--- src/rtl/adc_cal_seq.sv ---
module adc_cal_seq #(
  parameter int DW        = 24,
  parameter int ZS_TICKS  = 3,
  parameter int FS_TICKS  = 3,
  parameter int CONV_SELF = 3,
  parameter int CONV_SYS  = 1
) (
  input  logic          clk,
  input  logic          rst,
  input  logic          mode_wr,
  input  logic [1:0]    mode_wdata,
  input  logic          orate_tick,
  input  logic          mod_tick,
  input  logic [DW-1:0] filt_word,
  input  logic          data_rd,
  output logic [1:0]    mode_rd,
  output logic [1:0]    src_sel,
  output logic          rdy_n,
  output logic [DW-1:0] data_out,
  output logic [DW-1:0] zs_coef,
  output logic [DW-1:0] fs_coef
);
  localparam int MAXT = (ZS_TICKS > FS_TICKS ? ZS_TICKS : FS_TICKS) > CONV_SELF ?
                        (ZS_TICKS > FS_TICKS ? ZS_TICKS : FS_TICKS) : CONV_SELF;
  localparam int CW = $clog2(MAXT + 1);

  typedef enum logic [2:0] {PH_NORM, PH_ZS_SH, PH_FS_REF, PH_ZS_EXT, PH_FS_EXT, PH_CONV} phase_t;

  phase_t        phase;
  logic [CW-1:0] cnt;
  logic [1:0]    mode_q;
  logic          self_q, pend;
  logic          zs_last, fs_last, conv_last;

  assign zs_last   = cnt == CW'(ZS_TICKS - 1);
  assign fs_last   = cnt == CW'(FS_TICKS - 1);
  assign conv_last = cnt == (self_q ? CW'(CONV_SELF - 1) : CW'(CONV_SYS - 1));
  assign mode_rd   = mode_q;
  assign src_sel   = (phase == PH_ZS_SH) ? 2'b01 : (phase == PH_FS_REF) ? 2'b10 : 2'b00;

  always_ff @(posedge clk) begin
    if (rst) begin
      phase <= PH_NORM; cnt <= '0; mode_q <= 2'b00; self_q <= 1'b0; pend <= 1'b0;
      rdy_n <= 1'b1; data_out <= '0; zs_coef <= '0; fs_coef <= '0;
    end else if (mode_wr) begin
      mode_q <= mode_wdata;
      cnt    <= '0;
      self_q <= mode_wdata == 2'b01;
      pend   <= (mode_wdata != 2'b00) && !rdy_n;
      case (mode_wdata)
        2'b01:   phase <= PH_ZS_SH;
        2'b10:   phase <= PH_ZS_EXT;
        2'b11:   phase <= PH_FS_EXT;
        default: phase <= PH_NORM;
      endcase
    end else begin
      if (pend && mod_tick) begin
        rdy_n <= 1'b1; pend <= 1'b0;
      end
      if (data_rd) rdy_n <= 1'b1;
      if (orate_tick) begin
        case (phase)
          PH_NORM: begin
            data_out <= filt_word; rdy_n <= 1'b0;
          end
          PH_ZS_SH:
            if (zs_last) begin
              zs_coef <= filt_word; phase <= PH_FS_REF; cnt <= '0;
            end else cnt <= cnt + 1'b1;
          PH_FS_REF, PH_FS_EXT:
            if (fs_last) begin
              fs_coef <= filt_word; phase <= PH_CONV; cnt <= '0; mode_q <= 2'b00;
            end else cnt <= cnt + 1'b1;
          PH_ZS_EXT:
            if (zs_last) begin
              zs_coef <= filt_word; phase <= PH_CONV; cnt <= '0; mode_q <= 2'b00;
            end else cnt <= cnt + 1'b1;
          PH_CONV:
            if (conv_last) begin
              data_out <= filt_word; rdy_n <= 1'b0; pend <= 1'b0;
              phase <= PH_NORM; cnt <= '0;
            end else cnt <= cnt + 1'b1;
          default: phase <= PH_NORM;
        endcase
      end
    end
  end

  p_fall_on_tick_r2: assert property (@(posedge clk) disable iff (rst)
    $fell(rdy_n) |-> $past(orate_tick));
  p_rise_cause_r7: assert property (@(posedge clk) disable iff (rst)
    $rose(rdy_n) |-> ($past(mod_tick) || $past(data_rd)));
  p_high_in_cal_r8: assert property (@(posedge clk) disable iff (rst)
    (phase != PH_NORM && !pend) |-> rdy_n);
  p_conv_mode_clear_r4: assert property (@(posedge clk) disable iff (rst)
    (phase == PH_CONV) |-> (mode_q == 2'b00));
  p_fs_hold_zs_r5: assert property (@(posedge clk) disable iff (rst)
    ((phase == PH_ZS_EXT || phase == PH_ZS_SH) && !mode_wr) |=> $stable(fs_coef));
  p_data_hold_cal_r8: assert property (@(posedge clk) disable iff (rst)
    (phase != PH_NORM && phase != PH_CONV && !mode_wr) |=> $stable(data_out));
endmodule

--- config.mk ---
export PLATFORM = sky130hd
export DESIGN_NAME = adc_cal_seq
export DESIGN_NICKNAME = d
export VERILOG_FILES = /design/src/rtl/adc_cal_seq.sv
export SDC_FILE = /design/constraint.sdc
export NUM_CORES = 1
export LEC_CHECK = 0
export ABC_CLOCK_PERIOD_IN_PS = 3680
export BUFFER_PORTS_ARGS = -buffer_cell sky130_fd_sc_hd__buf_4
export CORE_MARGIN = 2
export CORE_UTILIZATION = 35
export CTS_CLUSTER_DIAMETER = 120
export DETAILED_ROUTE_END_ITERATION = 8
export HOLD_SLACK_MARGIN = 0.03
export PLACE_DENSITY = 0.56
export SLEW_MARGIN = 5
export SYNTH_ARGS = -nofsm -noshare
export SYNTH_HDL_FRONTEND = slang
export SYNTH_SLANG_ARGS = --single-unit
--- constraint.sdc ---
create_clock -name clk -period 3.68 [get_ports clk]
set_input_delay 0.368 -clock clk [delete_from_list [all_inputs] [get_ports clk]]
set_output_delay 0.368 -clock clk [all_outputs]
set_load 0.01 [all_outputs]
Word-level counts from Yosys, hierarchy flattened
Cells that the tools add are included.
{"block": "op_classes", "add_sub_neg": 1, "eq_ne": 15, "mux": 29, "bitwise_logic": 1, "n_reduce_logical": 21}
{"op": "$pmux 24 s2", "count": 1}
{"op": "$mux 24", "count": 1}
{"op": "$mux 2", "count": 9}
{"op": "$mux 3", "count": 5}
{"op": "$pmux 3 s4", "count": 1}
{"op": "$reduce_and 4->1", "count": 3}
{"op": "$reduce_bool 2->1", "count": 6}
{"op": "$mux 1", "count": 9}
{"op": "$pmux 3 s3", "count": 1}
{"op": "$eq 2x2->1 const B", "count": 3}
{"op": "$eq 3x2->1 const B", "count": 2}
{"op": "$eq 3x3->1 const B", "count": 2}
{"op": "$ne 3x3->1 const B", "count": 2}
{"op": "$reduce_or 2->1", "count": 3}
{"op": "$reduce_and 5->1", "count": 1}
{"op": "$ne 2x2->1 const B", "count": 2}
{"op": "$pmux 2 s2", "count": 1}
{"op": "$reduce_or 4->1", "count": 1}
{"op": "$eq 3x1->1 const B", "count": 1}
{"op": "$logic_not 3->1", "count": 1}
{"op": "$ne 3x1->1 const B", "count": 1}
{"op": "$reduce_and 3->1", "count": 1}
{"op": "$reduce_or 3->1", "count": 1}
{"op": "$add 2x1->2 const B", "count": 1}
{"op": "other kinds (7)", "count": 8}
{"block": "word_totals", "regBits": 82, "output_inout_bits": 77}

Depth between registers and ports, before layout
Gate-level depths: netlist of the first run.
{"block": "logic_depth", "depth_word": 6, "mapped_depth": 8, "depth_no_buf": 6}

Least setup slack after synthesis of the first run
OpenSTA, ideal clock, no wires.
{"block": "synth_timing", "kind": "register -> register", "startpoint": "register cnt[0]", "endpoint": "register zs_coef[4]", "setup_time_ns": 0.132, "arrival_ns": 1.563, "required_time_ns": 3.548, "slack_ns": 1.985, "stages_incl_launch_ff": 9, "n_path_buf": 2, "path_cell_list": "dfxtp_1 inv_1 ha_1 nand3b_4 or3b_1 clkbuf_1 buf_2 nand2_1 a21oi_1"}
{"block": "synth_between", "elab_chain_cells": 2}
{"element": "start: declaration", "line_no": "30", "source": "logic [CW-1:0] cnt;"}
{"element": "start signal: assignment", "line_no": "69", "source": "end else cnt <= cnt + 1'b1;"}
{"element": "start signal: assignment", "line_no": "73", "source": "end else cnt <= cnt + 1'b1;"}
{"element": "start signal: assignment", "line_no": "77", "source": "end else cnt <= cnt + 1'b1;"}
{"element": "$eq 2x2->1", "line_no": "35", "source": "assign zs_last = cnt == CW'(ZS_TICKS - 1);"}
{"element": "$reduce_and 4->1 (no line)"}
{"element": "end signal: assignment", "line_no": "44", "source": "rdy_n <= 1'b1; data_out <= '0; zs_coef <= '0; fs_coef <= '0;"}
{"element": "end signal: assignment", "line_no": "68", "source": "zs_coef <= filt_word; phase <= PH_FS_REF; cnt <= '0;"}
{"element": "end signal: assignment", "line_no": "76", "source": "zs_coef <= filt_word; phase <= PH_CONV; cnt <= '0; mode_q <= 2'b00;"}
{"element": "end: declaration", "line_no": "20", "source": "output logic [DW-1:0] zs_coef,"}
No other way between the ends.
A chain may end at the register's enable or synchronous reset.

Final worst setup path of the first run
{"block": "layout_timing", "startpoint": "register phase[2]", "endpoint": "register phase[0]"}
{"block": "layout_between", "elab_chain_cells": 5, "elab_cells_between_ends": 15, "cone_classes": "9 x eq/ne; 3 x mux; 3 x reduce/logical"}
{"element": "start: declaration", "line_no": "29", "source": "phase_t phase;"}
{"element": "start signal: assignment", "line_no": "43", "source": "phase <= PH_NORM; cnt <= '0; mode_q <= 2'b00; self_q <= 1'b0; pend <= 1'b0;"}
{"element": "start signal: assignment", "line_no": "51", "source": "2'b01: phase <= PH_ZS_SH;"}
{"element": "start signal: assignment", "line_no": "52", "source": "2'b10: phase <= PH_ZS_EXT;"}
{"element": "$eq 3x2->1 or $eq 3x3->1 (tied branches)", "line_no": "62", "source": "case (phase)"}
{"element": "$reduce_or 3->1 (no line)"}
{"element": "$pmux 3 s4", "line_no": "62"}
{"element": "$mux 3", "line_no": "61", "source": "if (orate_tick) begin"}
{"element": "$mux 3", "line_no": "45", "source": "end else if (mode_wr) begin"}
Parallel ways exist; a longest one is shown, timed or not. The select of a mux whose other input is x is not followed.

==> run metrics, run 1 <==
switching portion of total power 0.237; Tcrit/Tclk final 0.617; Reg2Reg Depth 5; average cell area after synthesis 8.19 sq um; Final Hold Viols 0; drc violations 0; crit path capture phase[0]; Relative slew margins 0.252; Max-Cap Viols 0; number of global-route vias before repair 2862; DP Wirelength 6210 microns; PwrDens 429 nW/um^2; largest net degree at the start of global routing 83; Worst R2R End phase[0]; Starting DRT DRC Count 79; post-synthesis sequential area ratio 0.495; core area 9200 sq um; share of layout cells above drive strength 1 0.268; CTS tree done; outcome completed; Clock Skew 13.3 ps; Pleak 1.76 nW; Place WS 1410 ps; clock-pin slew on the worst setup and hold paths 90 ps; Netlist cell types 39; first-pass GRT wire length 14900 microns; drt wl/cell 15.5 microns; most common cell in the synthesized netlist nand2_1; Initial DRT Pass Iterations 5; Synth Register Bits 82; Via density 5.03; depth of the CTS H-tree 3; Resized cells post-CTS 0; I/O pin cnt 109; Fmax 440 MHz; Final WS setup 1410 ps; cell count after placement 591; ys async rst share 0; fillers 930; predominant post-synthesis flop cell dfxtp_1; crit end category flip-flop; Setup Viol. Count Final 0; transition time at the pin with the least slew margin 1120 ps; total of warnings raised by yosys 0; Die Area 10300 sq um; Initial Util 0.361; Reg2Reg Launch Point phase[2]; Die Ht 101 microns; worst skew pair latency 360 ps; VDD IR-drop max 0.211 mV; min Tclk post-route 2270 ps; vias 3054; Antenna Cells 0; post-route insts no fill 607; Commonest cells post-synth nand2_1 (102), dfxtp_1 (82), a21oi_1 (78); Overflow after GRT 0; CP Launch Point phase[2]; most area-consuming cells after synthesis dfxtp_1 (50%), a21oi_1 (12%), nand2_1 (12%); Yosys top cell area share 0.495; PortBufs 108; Routed WL 9410 microns; Psw 0.000444 W; Comb pwr share 0.086; nets@finish 530; Hold Crit Class input port to flip-flop; setup TNS 0 ps; initial antenna violation count 0; Final ANT Viol Nets 0; # clock sinks 82; area leader, netlist dfxtp_1; die width 101 microns; Slew Viols, Final 0; startpoint class of the critical path flip-flop; Gate Count Post-Synth 405; CP Data Arrival Time 2510 ps; mapped cell area 3320 sq um; root buffer cell clkbuf_8; path type of the worst setup path flip-flop to flip-flop; P_int 0.00143 W; overall power 0.00188 W; Clock power frac 0.421; Row Count 35; sequential share of power 0.493; total CTS buffers 9; number of synthesized flops with an enable pin 0; GPL Wtd Cong 0.812; postcts setup bufs 0; post-route core utilization 0.476; Total GRT Usage 0.185; Critical Path Fanout Max 14; cts-stage hold buffer count 0; Longest Clk Path Bufs 2; unrepaired setup endpoints after global routing false; worst path required time 3920 ps; Layout area overhead 32.0%; R2R setup slack 1410 ps; post-synth net total 444
## per-layer routing
| metal | global-route usage | wire length (microns) |
|---|---|---|
| met1 | 0.244 | 4340 |
| met2 | 0.299 | 4450 |
| met3 | 0.0393 | 457 |
| met4 | 0.0707 | 156 |
| met5 | 0 | 0 |
## registers in the layout, indices dropped and copies added, names as in the netlist
register	flops
pend	1
rdy_n	1
data_out	24
self_q	1
cnt	2
phase	3
fs_coef	24
mode_rd	2
zs_coef	24
## power by group through the flow
| stage | sequential (W) | combinational, W | clock [W] |
|---|---|---|---|
| after detailed placement | 0.000945 | 0.000163 | 0 |
| final | 0.000925 | 0.000162 | 0.000790 |
| after global placement | 0.000945 | 0.000162 | 0 |
| after CTS | 0.000925 | 0.000163 | 0.000807 |
| after floorplan | 0.000945 | 0.0000801 | 0 |
| after global routing | 0.000928 | 0.000178 | 0.000850 |
## metrics by stage
step | instance area, sq um | hold slack (ps)
CTS | 4380 | 260
floorplan | 3320 | 481
global route | 4380 | 255
detailed placement | 4140 | 447
finish | 4380 | 267
global placement | 4140 | 443
## how the worst min path moves through the flow
stage,slack [ps],cells past startpoint,startpoint,end
floorplan,480,2,fs_coef[0],fs_coef[0]
global placement,440,2,fs_coef[19],fs_coef[19]
finish,270,3,filt_word[18],fs_coef[18]
CTS,260,3,filt_word[18],fs_coef[18]
global route,250,3,filt_word[11],zs_coef[11]
detailed placement,450,2,zs_coef[19],zs_coef[19]
## layout make-up
class | count | area (sq um) | area share
clock inverter | 6 | 113 | 0.0257
inverter | 5 | 18.8 | 0.00429
tap | 111 | 139 | 0.0317
timing repair buffer | 109 | 818 | 0.187
sequential | 82 | 1640 | 0.375
multi-input combinational | 284 | 1520 | 0.347
clock buffer | 10 | 128 | 0.0292
## cells by family after synthesis
family          after synthesis  synth area share
flops                        82             0.495
mux                           2           0.00604
simple gates                154             0.219
buf+inv                      39            0.0528
xor+xnor                      3           0.00793
fa+ha+maj                     7            0.0264
compound gates              118             0.193
## cells in the final DEF, fill, tap and decap left out, drive strengths merged, types with 2 or more instances in the layout
cell,netlist,layout
a211oi,2,2
a21oi,79,79
a311o,2,2
and3b,2,2
buf,21,109
bufinv,0,3
clkbuf,13,10
clkinv,0,2
dfxtp,82,82
ha,7,7
inv,5,6
mux2i,2,2
nand2,102,102
nand2b,2,2
nand3,25,25
nand3b,4,4
nor2,5,5
nor2b,2,2
nor3,4,4
nor3b,4,4
o21ai,26,26
o22ai,2,2
or3,2,2
xnor2,2,2
## critical path, stage by stage (launching register included)
cell and delay [ps]:
dfxtp_1 690, nand3b_4 180, a21oi_2 540, buf_4 350, nor4b_2 80, a311o_1 310
Note: power is estimated with default switching activity, not from simulation.
==> inputs of run 2 (changes only) <==
--- a/config.mk
+++ b/config.mk
@@ -5,7 +5,8 @@
 export SDC_FILE = /design/constraint.sdc
 export NUM_CORES = 1
 export LEC_CHECK = 0
-export ABC_CLOCK_PERIOD_IN_PS = 3680
+export ABC_AREA = 1
+export ABC_CLOCK_PERIOD_IN_PS = 2220
 export BUFFER_PORTS_ARGS = -buffer_cell sky130_fd_sc_hd__buf_4
 export CORE_MARGIN = 2
 export CORE_UTILIZATION = 35
==> constraint.sdc (replaced) <==
create_clock -name clk -period 2.22 [get_ports clk]
set_input_delay 0.222 -clock clk [delete_from_list [all_inputs] [get_ports clk]]
set_output_delay 0.222 -clock clk [all_outputs]
set_load 0.01 [all_outputs]
==> run 2 against run 1 <==
Total power increased by 97%. Sequential cell count unchanged. Non-clock buffer count increased by 6. Critical endpoint is now zs_coef[9]. Setup slack got worse by 1000 ps. Cell count increased by 5.8%. First-iteration DRC count increased by 16%.
==> run metrics, run 2 <==
worst path required time 2440 ps (-1480 ps); Total GRT Usage 0.185 (-0.000632); Resized cells post-CTS 0 (unchanged); Initial DRT Pass Iterations 4 (-1); predominant post-synthesis flop cell dfxtp_1; total of warnings raised by yosys 0 (unchanged); Yosys top cell area share 0.508 (+0.0130); Commonest cells post-synth nor2_1 (113), dfxtp_1 (82), nand2_1 (53); Relative slew margins 0.687 (+0.435); Final Hold Viols 0 (unchanged); Routed WL 9070 microns (-3.6%); Tcrit/Tclk final 0.825 (+0.208); most common cell in the synthesized netlist nor2_1; Die Ht 100 microns (-1.2%); transition time at the pin with the least slew margin 469 ps (-652 ps); average cell area after synthesis 7.62 sq um (-6.9%); # clock sinks 82 (unchanged); outcome completed; die width 100 microns (-1.2%); number of global-route vias before repair 2914 (+1.8%); drc violations 0 (unchanged); setup TNS 0 ps (unchanged); Hold Crit Class input port to flip-flop; mapped cell area 3230 sq um (-2.6%); met1 Use GR 0.240 (-0.00411); Gate Count Post-Synth 424 (+4.7%); met3 Use GR 0.0411 (+0.00175); first-pass GRT wire length 14500 microns (-2.2%); area leader, netlist dfxtp_1; Layout area overhead 34.0%; most area-consuming cells after synthesis dfxtp_1 (51%), nor2_1 (13%), o21ai_0 (7.9%); Synth Register Bits 82 (unchanged); root buffer cell clkbuf_8; total CTS buffers 9 (unchanged); Row Count 35 (unchanged); number of synthesized flops with an enable pin 0 (unchanged); Netlist cell types 25 (-36%); busiest grt layer met2; Starting DRT DRC Count 92 (+16%); vias 3069 (+0.49%); Antenna Cells 0 (unchanged); Slew Viols, Final 0 (unchanged); Initial Util 0.355 (-0.00587); CTS tree done; Final ANT Viol Nets 0 (unchanged); drt wl/cell 14.1 microns (-8.8%); most common cell after layout, fill and taps aside buf_4; Setup Viol. Count Final 0 (unchanged); cts-stage hold buffer count 0 (unchanged); Critical Path Fanout Max 17 (+3); commonest non-fill, non-tap cells in the layout buf_4 (115), nor2_1 (113), dfxtp_1 (82); worst skew pair latency 340 ps (-20 ps); Fmax 546 MHz (+24%); ys async rst share 0 (unchanged); share of layout cells above drive strength 1 0.264 (-0.00449); post-synthesis sequential area ratio 0.508 (+0.0130); PortBufs 108 (unchanged); GR met2 Demand/Resource 0.302 (+0.00294); nets@finish 565 (+6.6%); I/O pin cnt 109 (unchanged); initial antenna violation count 0 (unchanged); PwrDens 853 nW/um^2 (+99%); Overflow after GRT 0 (unchanged); Longest Clk Path Bufs 2 (unchanged); Final WS setup 389 ps (-1020 ps); path type of the worst setup path flip-flop to flip-flop; overall power 0.00369 W (+97%); largest registers data_out: 24 flops, fs_coef: 24 flops, zs_coef: 24 flops; largest net degree at the start of global routing 30 (-64%); core area 9110 sq um (-0.95%); VDD IR-drop max 0.335 mV (+59%); Pleak 1.90 nW (+8.1%); depth of the CTS H-tree 3 (unchanged); Via density 4.78 (-5.0%); startpoint class of the critical path flip-flop; Clock Skew 7.35 ps (-5.96 ps); crit end category flip-flop; CP Data Arrival Time 2050 ps (-460 ps); DP Wirelength 6260 microns (+0.87%); min Tclk post-route 1830 ps (-440 ps); post-synth net total 463 (+4.3%); postcts setup bufs 0 (unchanged); GPL Wtd Cong 0.772 (-5.0%); Max-Cap Viols 0 (unchanged); Place WS 380 ps (-1030 ps); clock-pin slew on the worst setup and hold paths 90 ps (about the same); Die Area 10000 sq um (-2.5%); unrepaired setup endpoints after global routing false
## run 2: changes by cell type after synthesis, sizes merged, moves of 4 or more
| cell | before | now |
|---|---|---|
| buf | 21 | 10 |
| a21oi | 79 | 32 |
| nor3b | 4 | 0 |
| nor2 | 5 | 113 |
| nand3b | 4 | 0 |
| inv | 5 | 15 |
| nand3 | 25 | 34 |
| nand2 | 102 | 56 |
| o21ai | 26 | 53 |
## run 2: power breakdown
group	internal (W)	switching (W)	leakage, nW
logic	0.000315	0.000472	1.12
clock network	0.000697	0.000548	0.117
registers	0.00158	0.0000806	0.665
total	0.00259	0.00110	1.90
## run 2: worst max-delay path, cell delays in order (launching register included)
cell	delay [ps]
dfxtp_1	330
inv_1	120
ha_1	180
inv_1	80
nor3_4	270
nand2_1	290
buf_4	290
nand2_1	80
a21oi_1	50
## run 2: final cells by class
type	instances	area (sq um)
clock inverters	4	73.8
flip-flops and latches	82	1640
well taps	111	139
multi-input cells	303	1400
fillers	946	4780
clock buffers	12	155
inverters	15	56.3
repair buffers	115	863
## run 2: cells by family after synthesis
| logic type | count (synthesis) | synth area share |
|---|---|---|
| and+or+nand+nor | 206 | 0.261 |
| AOI/OAI and AO/OA | 88 | 0.139 |
| DFF | 82 | 0.508 |
| buffers and inverters | 39 | 0.0581 |
| adders and majority gates | 7 | 0.0271 |
| muxes | 2 | 0.00620 |
## run 2: worst paths after layout
kind                       from      endpoint  slack (ps)  depth (start not counted)
setup / recovery         cnt[0]    zs_coef[9]         390                          8
hold / removal    filt_word[10]  data_out[10]         130                          3
hold reg to reg      zs_coef[8]    zs_coef[8]         460                          2
setup reg to reg         cnt[0]    zs_coef[9]         390                          8
## run 2: per-layer routing
| metal | part of all wire | wire length, microns |
|---|---|---|
| met2 | 0.46 | 4170 |
| met4 | 0.015 | 135 |
| met1 | 0.47 | 4250 |
| met5 | 0 | 0 |
| met3 | 0.057 | 518 |
## run 2: per-stage QoR
step	instance area [sq um]	util	hold slack [ps]	instances
5_1_grt	4330	0.475	134	642
2_1_floorplan	3230	-	370	424
3_3_place_gp	4100	0.450	452	626
6_report	4330	0.475	132	642
4_1_cts	4330	0.475	117	642
3_5_place_dp	4100	0.450	456	626
==> inputs of run 3 (changes only) <==
--- a/config.mk
+++ b/config.mk
@@ -5,8 +5,8 @@
 export SDC_FILE = /design/constraint.sdc
 export NUM_CORES = 1
 export LEC_CHECK = 0
-export ABC_AREA = 1
-export ABC_CLOCK_PERIOD_IN_PS = 2220
+export ABC_AREA = 0
+export ABC_CLOCK_PERIOD_IN_PS = 1730
 export BUFFER_PORTS_ARGS = -buffer_cell sky130_fd_sc_hd__buf_4
 export CORE_MARGIN = 2
 export CORE_UTILIZATION = 35
==> constraint.sdc (replaced) <==
create_clock -name clk -period 1.73 [get_ports clk]
set_input_delay 0.173 -clock clk [delete_from_list [all_inputs] [get_ports clk]]
set_output_delay 0.173 -clock clk [all_outputs]
set_load 0.01 [all_outputs]
==> run 3 against run 2 <==
Critical endpoint is now zs_coef[13]. Non-clock buffer count grew 16. Largest power group unchanged. Hold slack lost 49 ps. Sequential cell count is the same. Critical path type unchanged. Sequential share of layout area shrank 1.7 points.
==> run metrics, run 3 (synthesis gave the netlist of run 1 again) <==
outcome completed; Longest Clk Path Bufs 2 (unchanged); Psw 0.000994 W (-9.7%); worst skew pair latency 350 ps (about the same); Place WS 65.0 ps (-315 ps); share of layout cells above drive strength 1 0.307 (+0.0433); Initial Util 0.361 (+0.00587); min Tclk post-route 1630 ps (-204 ps); largest registers data_out: 24 flops, fs_coef: 24 flops, zs_coef: 24 flops; sequential share of power 0.537 (+0.087); Starting DRT DRC Count 122 (+33%); # clock sinks 82 (unchanged); path type of the worst setup path flip-flop to flip-flop; Clock Skew 6.40 ps (-0.956 ps); Row Count 35 (unchanged); placed inst area 4340 sq um (+5.8%); setup TNS 0 ps (unchanged); hold depth 3 (unchanged); commonest non-fill, non-tap cells in the layout buf_4 (128), nand2_1 (102), dfxtp_1 (81); crit end category flip-flop; postcts setup bufs 0 (unchanged); Die Area 10300 sq um (+2.5%); Layout area overhead 36.9%; GPL Wtd Cong 0.806 (+4.4%); total CTS buffers 9 (unchanged); cts-stage hold buffer count 0 (unchanged); Max-Cap Viols 0 (unchanged); number of global-route vias before repair 2833 (-2.8%); Comb pwr share 0.105 (-0.108); root buffer cell clkbuf_8; Relative slew margins 0.620 (-0.0667); Initial DRT Pass Iterations 4 (unchanged); DP Wirelength 6730 microns (+7.4%); Routed WL 9450 microns (+4.1%); switching portion of total power 0.272 (-0.0256); Via density 5.00 (+4.5%); Clock power frac 0.358 (+0.021); first-pass GRT wire length 14900 microns (+2.2%); Fmax 615 MHz (+13%); CP Data Arrival Time 1830 ps (-220 ps); Die Ht 101 microns (+1.3%); drc violations 0 (unchanged); most common cell after layout, fill and taps aside buf_4; P_int 0.00265 W (+2.4%); vias 3143 (+2.4%); PwrDens 804 nW/um^2 (-5.7%); cell area after layout 4540 sq um (+4.8%); die width 101 microns (+1.3%); Final WS setup 103 ps (-286 ps); unrepaired setup endpoints after global routing true; startpoint class of the critical path flip-flop; Setup Viol. Count Final 0 (unchanged); CTS tree done; Antenna Cells 0 (unchanged); core area 9200 sq um (+0.96%); Overflow after GRT 0 (unchanged); Reg2Reg Depth 6 (-2); Hold Crit Class input port to flip-flop; I/O pin cnt 109 (unchanged); transition time at the pin with the least slew margin 570 ps (+101 ps); Critical Path Fanout Max 19 (+2); PortBufs 108 (unchanged); clock-pin slew on the worst setup and hold paths 90 ps (about the same); Resized cells post-CTS 1 (+1); Tcrit/Tclk final 0.941 (+0.116); largest net degree at the start of global routing 56 (+87%); nets@finish 552 (-2.3%); initial antenna violation count 0 (unchanged); Pleak 1.85 nW (-2.4%); depth of the CTS H-tree 3 (unchanged); worst hold slack 82.6 ps (-49.0 ps); VDD IR-drop max 0.411 mV (+23%); worst path required time 1930 ps (-510 ps); drt wl/cell 15.0 microns (+6.3%); Slew Viols, Final 0 (unchanged); Total GRT Usage 0.184 (-0.000801); Final Hold Viols 0 (unchanged); Final ANT Viol Nets 0 (unchanged)
run 3: power groups by stage:
stage	Combinational (W)	Clock (W)	Sequential, W
5_1_grt	0.000423	0.00144	0.00196
2_1_floorplan	0.000170	0	0.00201
3_5_place_dp	0.000384	0	0.00200
4_1_cts	0.000385	0.00136	0.00196
6_report	0.000384	0.00131	0.00196
3_3_place_gp	0.000379	0	0.00200
run 3: layer usage:
layer | global-route usage | vias to the layer above | wire, microns
met5 | 0 | - | 0
met4 | 0.0405 | 0 | 40
met3 | 0.0400 | 2 | 574
met2 | 0.292 | 101 | 4550
met1 | 0.258 | 1453 | 4280
li1 | - | 1587 | -
run 3: worst paths after layout:
path / start / endpoint / slack, ps
max: cnt[1] / zs_coef[13] / 100
min: filt_word[22] / zs_coef[22] / 80
max reg2reg: cnt[1] / zs_coef[13] / 100
min reg2reg: fs_coef[3] / fs_coef[3] / 460
run 3: worst max-delay path, cell delays in order, from the launching register on:
cell,delay (ps)
dfxtp_1,430
ha_4,190
nand3b_4,120
or3b_1,380
buf_4,220
nand2_1,90
a21oi_1,60
run 3: final cells by class:
cell class                      instances  area [sq um]
Clock buffer                            9           124
Clock inverter                          7          58.8
Fill cell                             907          4660
Inverter                                5          18.8
Multi-Input combinational cell        284          1540
Sequential cell                        82          1640
Tap cell                              111           139
Timing Repair Buffer                  131          1020
run 3: stage by stage:
step	power, W	utilization	instances
finish	0.00365	0.494	629
global route	0.00383	0.494	629
CTS	0.00370	0.492	629
detailed placement	0.00239	0.472	613
global placement	0.00238	0.472	613
floorplan	0.00218	-	405
